File: config.mk
export PLATFORM = sky130hd
export DESIGN_NAME = pair_issue
export DESIGN_NICKNAME = d
export VERILOG_FILES = /design/src/rtl/pi_pkg.sv /design/src/rtl/pi_src_check.sv /design/src/rtl/pi_scoreboard.sv /design/src/rtl/pi_pair_rules.sv /design/src/rtl/pair_issue.sv
export SDC_FILE = /design/constraint.sdc
export NUM_CORES = 1
export LEC_CHECK = 0
export BUFFER_PORTS_ARGS = -buffer_cell sky130_fd_sc_hd__clkbuf_2
export CAP_MARGIN = 15
export CELL_PAD_IN_SITES_DETAIL_PLACEMENT = 0
export CELL_PAD_IN_SITES_GLOBAL_PLACEMENT = 1
export CORE_MARGIN = 2
export CORE_UTILIZATION = 30
export DETAILED_ROUTE_END_ITERATION = 8
export PLACE_DENSITY_LB_ADDON = 0.2
export SYNTH_ARGS = -nofsm -noshare
export SYNTH_HDL_FRONTEND = slang
export SYNTH_HIERARCHICAL = 1
export SYNTH_SLANG_ARGS = --single-unit
File: constraint.sdc
create_clock -name clk -period 6.65 [get_ports clk]
set_clock_uncertainty 0.15 [all_clocks]
set_input_delay 0.3325 -clock clk [delete_from_list [all_inputs] [get_ports clk]]
set_output_delay 0.3325 -clock clk [all_outputs]
set_load 0.02 [all_outputs]
File: src/rtl/pi_pkg.sv
package pi_pkg;
    typedef enum logic [1:0] {
        U_ALU = 2'd0,
        U_LS  = 2'd1,
        U_MUL = 2'd2,
        U_BR  = 2'd3
    } unit_e;

    function automatic int lat_of(input logic [1:0] unit, input int l_alu,
                                  input int l_ls, input int l_mul);
        case (unit_e'(unit))
            U_LS:    return l_ls;
            U_MUL:   return l_mul;
            default: return l_alu;
        endcase
    endfunction
endpackage

File: src/rtl/pi_src_check.sv
module pi_src_check #(
    parameter int NREG = 16,
    parameter int NSRC = 3,
    parameter int RW   = $clog2(NREG)
) (
    input  logic [NREG-1:0]          ready,
    input  logic [NSRC-1:0][RW-1:0]  src,
    input  logic [NSRC-1:0]          use_en,
    output logic                     ok
);
    logic [NSRC-1:0] blk;

    for (genvar i = 0; i < NSRC; i++) begin : g_src
        assign blk[i] = use_en[i] && !ready[src[i]];
    end

    assign ok = ~|blk;
endmodule

File: src/rtl/pi_scoreboard.sv
module pi_scoreboard
    import pi_pkg::*;
#(
    parameter int NREG  = 16,
    parameter int RW    = $clog2(NREG),
    parameter int L_ALU = 1,
    parameter int L_LS  = 2,
    parameter int L_MUL = 3
) (
    input  logic            clk,
    input  logic            rst_n,
    input  logic            set0,
    input  logic [RW-1:0]   dst0,
    input  logic [1:0]      unit0,
    input  logic            set1,
    input  logic [RW-1:0]   dst1,
    input  logic [1:0]      unit1,
    output logic [NREG-1:0] ready
);
    localparam int LMAX = (L_ALU > L_LS) ? ((L_ALU > L_MUL) ? L_ALU : L_MUL)
                                         : ((L_LS > L_MUL) ? L_LS : L_MUL);
    localparam int CW = $clog2(LMAX + 1);

    typedef struct packed {
        logic [NREG-1:0][CW-1:0] cnt;
    } sb_t;

    sb_t sb_d, sb_q;

    always_comb begin
        sb_d = sb_q;
        for (int r = 0; r < NREG; r++) begin
            if (sb_q.cnt[r] != '0) sb_d.cnt[r] = sb_q.cnt[r] - 1'b1;
        end
        if (set0) sb_d.cnt[dst0] = CW'(lat_of(unit0, L_ALU, L_LS, L_MUL));
        if (set1) sb_d.cnt[dst1] = CW'(lat_of(unit1, L_ALU, L_LS, L_MUL));
    end

    always_ff @(posedge clk) begin
        if (!rst_n) sb_q <= '0;
        else        sb_q <= sb_d;
    end

    for (genvar r = 0; r < NREG; r++) begin : g_rdy
        assign ready[r] = (sb_q.cnt[r] == '0);
    end
endmodule

File: src/rtl/pi_pair_rules.sv
module pi_pair_rules
    import pi_pkg::*;
#(
    parameter int NSRC   = 3,
    parameter int RW     = 4,
    parameter int ITW    = 3,
    parameter int PC_REG = 15
) (
    input  logic                    a_valid,
    input  logic                    a_ok,
    input  logic [1:0]              a_unit,
    input  logic [RW-1:0]           a_dst,
    input  logic                    a_wr,
    input  logic                    a_multi,
    input  logic [ITW-1:0]          a_rest,
    input  logic                    b_valid,
    input  logic                    b_ok,
    input  logic [1:0]              b_unit,
    input  logic [RW-1:0]           b_dst,
    input  logic                    b_wr,
    input  logic [NSRC-1:0][RW-1:0] b_src,
    input  logic [NSRC-1:0]         b_use,
    input  logic                    b_multi,
    output logic                    pipe0,
    output logic                    pipe1,
    output logic [1:0]              consume
);
    logic a_last, a_br, b_br, raw, clash;

    always_comb begin
        a_last = !a_multi || (a_rest == '0);
        a_br   = (unit_e'(a_unit) == U_BR) || (a_wr && a_dst == RW'(PC_REG));
        b_br   = (unit_e'(b_unit) == U_BR) || (b_wr && b_dst == RW'(PC_REG));
        raw    = 1'b0;
        for (int i = 0; i < NSRC; i++) begin
            if (b_use[i] && a_wr && b_src[i] == a_dst) raw = 1'b1;
        end
        clash = (unit_e'(a_unit) == U_LS && unit_e'(b_unit) == U_LS)
              || (unit_e'(b_unit) == U_MUL)
              || (a_br && b_br)
              || (a_wr && b_wr && a_dst == b_dst)
              || raw || b_multi || !a_last;

        pipe0 = a_valid && a_ok;
        pipe1 = pipe0 && b_valid && b_ok && !clash;

        if (!pipe0)      consume = 2'd0;
        else if (pipe1)  consume = 2'd2;
        else if (a_last) consume = 2'd1;
        else             consume = 2'd0;
    end
endmodule

File: src/rtl/pair_issue.sv
module pair_issue #(
    parameter int NREG   = 16,
    parameter int NSRC   = 3,
    parameter int ITW    = 3,
    parameter int L_ALU  = 1,
    parameter int L_LS   = 2,
    parameter int L_MUL  = 3,
    parameter int PC_REG = NREG - 1,
    localparam int RW    = $clog2(NREG)
) (
    input  logic                    clk,
    input  logic                    rst_n,
    input  logic                    a_valid,
    input  logic [1:0]              a_unit,
    input  logic [RW-1:0]           a_dst,
    input  logic                    a_wr,
    input  logic [NSRC-1:0][RW-1:0] a_src,
    input  logic [NSRC-1:0]         a_use,
    input  logic                    a_multi,
    input  logic [ITW-1:0]          a_rest,
    input  logic                    b_valid,
    input  logic [1:0]              b_unit,
    input  logic [RW-1:0]           b_dst,
    input  logic                    b_wr,
    input  logic [NSRC-1:0][RW-1:0] b_src,
    input  logic [NSRC-1:0]         b_use,
    input  logic                    b_multi,
    output logic                    pipe0,
    output logic                    pipe1,
    output logic [1:0]              consume
);
    logic [NREG-1:0] rdy;
    logic            a_ok, b_ok;

    pi_src_check #(.NREG(NREG), .NSRC(NSRC), .RW(RW)) u_chk_a (
        .ready(rdy), .src(a_src), .use_en(a_use), .ok(a_ok)
    );

    pi_src_check #(.NREG(NREG), .NSRC(NSRC), .RW(RW)) u_chk_b (
        .ready(rdy), .src(b_src), .use_en(b_use), .ok(b_ok)
    );

    pi_pair_rules #(.NSRC(NSRC), .RW(RW), .ITW(ITW), .PC_REG(PC_REG)) u_rules (
        .a_valid(a_valid), .a_ok(a_ok), .a_unit(a_unit), .a_dst(a_dst),
        .a_wr(a_wr), .a_multi(a_multi), .a_rest(a_rest),
        .b_valid(b_valid), .b_ok(b_ok), .b_unit(b_unit), .b_dst(b_dst),
        .b_wr(b_wr), .b_src(b_src), .b_use(b_use), .b_multi(b_multi),
        .pipe0(pipe0), .pipe1(pipe1), .consume(consume)
    );

    pi_scoreboard #(.NREG(NREG), .RW(RW), .L_ALU(L_ALU), .L_LS(L_LS), .L_MUL(L_MUL)) u_sb (
        .clk(clk), .rst_n(rst_n),
        .set0(pipe0 && a_wr), .dst0(a_dst), .unit0(a_unit),
        .set1(pipe1 && b_wr), .dst1(b_dst), .unit1(b_unit),
        .ready(rdy)
    );
endmodule

==> results.json <==
{
  "wirelength_mm": 10.83,
  "start_kind": "register",
  "core-area_mm2": 0.01032,
  "fin_nets": 457,
  "fin_crit_sh_pct": 58.82,
  "numCtsBuffers": 5,
  "whs_ns": 0.3497,
  "antenna_found_initial": 0,
  "grt_pass1_vias": 3129,
  "finish.utilization_pct": 34.76,
  "cts_tree": "yes",
  "worstHoldStart": "b_dst[2]",
  "cts-root-buf": "clkbuf_8",
  "via_per_inst": 5.929,
  "slew_viol_final": 0,
  "dieArea_mm2": 0.01143,
  "clk_latency_ns": 0.28,
  "largest_reg_flops": 32,
  "relSlewSlack_pct": 30.39,
  "p_per_area_mw_per_mm2": 122.3,
  "rsz0062_at_grt": "false",
  "grt_max_degree": 33,
  "fin_crit_ns": 3.911,
  "top_register": "u_sb/sb_q",
  "ctsHoldBuffers": 0,
  "die_height_um": 106.9,
  "endpoint_kind": "register",
  "ant_nets": 0,
  "dp_cells": 530,
  "reg_top3": "u_sb/sb_q (32)",
  "r2r_slack_ns": 2.74,
  "critPathRequiredTime_ns": 6.67,
  "synthCells": 367,
  "area_growth_pct": 12.96,
  "drive_above_1_share_pct": 22.39,
  "status": "finished, final reports clean",
  "synth-seq-area-share_pct": 20.17,
  "crit_start": "u_sb/sb_q[17]$_SDFF_PN0_",
  "synth_fp_nets": 422,
  "drt_iter0_markers": 194,
  "synth-edff-count": 0,
  "cts-resized-gates": 0,
  "hpwl_mm": 8.009,
  "num_antenna_cells": 0,
  "cts_setup_buffers": 0,
  "clk_pin_slew_ns": 0.07,
  "synthFlopType": "dfxtp_1",
  "fmax_ghz": 0.2557,
  "critical_path.endpoint": "u_sb/sb_q[1]$_SDFF_PN0_",
  "r2r_start": "u_sb/sb_q[17]$_SDFF_PN0_",
  "syn_area_per_cell_um2": 8.656,
  "gp_congestion": 0.8271,
  "worstSetupPathType": "reg2reg",
  "p_leak_uw": 0.001235,
  "reg2reg_to": "u_sb/sb_q[1]$_SDFF_PN0_",
  "cts_sinks": 32,
  "grt.overflow.total": 0,
  "drc": 0,
  "path_max_fanout": 9,
  "async_flop_share_pct": 0,
  "r2r_cells": 14,
  "io_buffers": 56,
  "dr.pass1.iters": 5,
  "synth_cell_types": 50,
  "grt_pass1_wl_mm": 17.01,
  "finalSetupViolations": 0,
  "worst_pin_slew_ns": 1.043,
  "dr_total_vias": 3190,
  "gr-usage-all-layers_pct": 19.30,
  "tns_ns": 0,
  "drv_cap": 0,
  "hp-class": "in2reg",
  "boundaryPins": 57,
  "fp.dieW_um": 106.9,
  "htreeDepth": 2,
  "initial_core_util_pct": 30.77,
  "cts_buffer_depth": 2,
  "synth.cell_area_mm2": 0.003177,
  "ys_ff_latch": 32,
  "drt-wirelength-per-cell_um": 20.13,
  "ir_drop_mv": 0.08094,
  "final_cells": 538,
  "num_rows": 37,
  "hold_viol": 0,
  "arrival_ns": 3.94,
  "yosys_warnings": 6
}
[synth_stat cells (3+ instances only)]
cell type	count	area share (%)
a221oi_1	9	2.5
a22oi_1	11	2.6
a311oi_1	22	6.1
and2_1	10	2.0
and3_1	27	5.3
and4b_1	3	0.95
and4bb_2	3	1.2
buf_2	4	0.63
clkbuf_1	23	2.7
dfxtp_1	32	20
inv_1	12	1.4
mux2_2	6	2.1
mux2i_1	6	1.9
mux4_1	8	6.6
mux4_2	14	9.9
nand2_1	39	4.6
nand2b_1	9	1.8
nand3_1	5	0.79
nor2_1	22	2.6
nor2b_1	15	3.0
nor3_1	3	0.47
nor4_1	3	0.59
o211ai_1	12	2.8
o21ai_0	15	2.4
o221ai_1	4	1.1
o311ai_0	8	2.2
xnor2_1	6	1.7
xor2_1	7	1.9
[power breakdown]
part           switching, uW  internal [uW]
Clock                   70.3           71.1
Combinational           66.9           37.4
Sequential             0.662            193
[critical path, stage by stage (launching register included)]
cell and delay, ns:
dfxtp_1 0.33, nor2_1 0.46, mux4_2 0.34, o22ai_1 0.07, o221ai_1 0.22, and3_1 0.22
and2_1 0.16, and2_1 0.15, nand3_1 0.11, nor4_1 0.35, and2_1 0.22, nor3b_1 0.34
buf_2 0.27, a22oi_1 0.11, a221oi_1 0.30
[layer usage]
| layer | wire, um | GRT usage, % | up-vias |
|---|---|---|---|
| met1 | 4974 | 25.63 | 1551 |
| li1 | - | - | 1513 |
| met5 | 0 | 0 | - |
| met3 | 526 | 2.675 | 14 |
| met2 | 5147 | 32.48 | 112 |
| met4 | 181 | 5.937 | 0 |
[layout make-up]
type                            instances  area [um^2]
Clock buffer                            6        72.57
Clock inverter                          1        5.005
Fill cell                            1113         6735
Inverter                               13        48.80
Multi-Input combinational cell        293         2366
Sequential cell                        32        640.6
Tap cell                              136        170.2
Timing Repair Buffer                   57        285.3
[kinds of logic after synthesis]
family / after synthesis / share of synthesized area, %
fa+ha+maj: 2 / 0.7876
simple gates: 149 / 25.99
compound gates: 95 / 23.55
mux: 34 / 20.56
buf+inv: 42 / 5.356
flops: 32 / 20.17
xor+xnor: 13 / 3.584
[cell usage in the layout, fill, tap and decap left out, types with 12 or more instances in the layout]
master	n
and3_1	27
a311oi_1	22
mux4_2	14
nand2_1	39
dfxtp_1	32
clkbuf_2	56
nor2b_1	15
o21ai_0	15
nor2_1	22
o211ai_1	12
inv_1	12
[per-stage QoR]
stage / worst slack (ns) / power, uW / instance area [um^2]
floorplan: 2.857 / 256.2 / 3177
global placement: 2.440 / 300.5 / 3506
detailed placement: 2.299 / 301.4 / 3506
CTS: 2.276 / 444.8 / 3583
global route: 2.265 / 460.7 / 3588
finish: 2.739 / 438.9 / 3588
[worst min path at each step]
| stage | endpoint | depth (start not counted) |
|---|---|---|
| after floorplan | u_sb/sb_q[2]$_SDFF_PN0_ | 2 |
| after global placement | u_sb/sb_q[25]$_SDFF_PN0_ | 2 |
| after detailed placement | u_sb/sb_q[25]$_SDFF_PN0_ | 2 |
| after CTS | u_sb/sb_q[9]$_SDFF_PN0_ | 2 |
| after global routing | u_sb/sb_q[5]$_SDFF_PN0_ | 4 |
| final | u_sb/sb_q[5]$_SDFF_PN0_ | 4 |
Note: power is estimated with default switching activity, not from simulation.
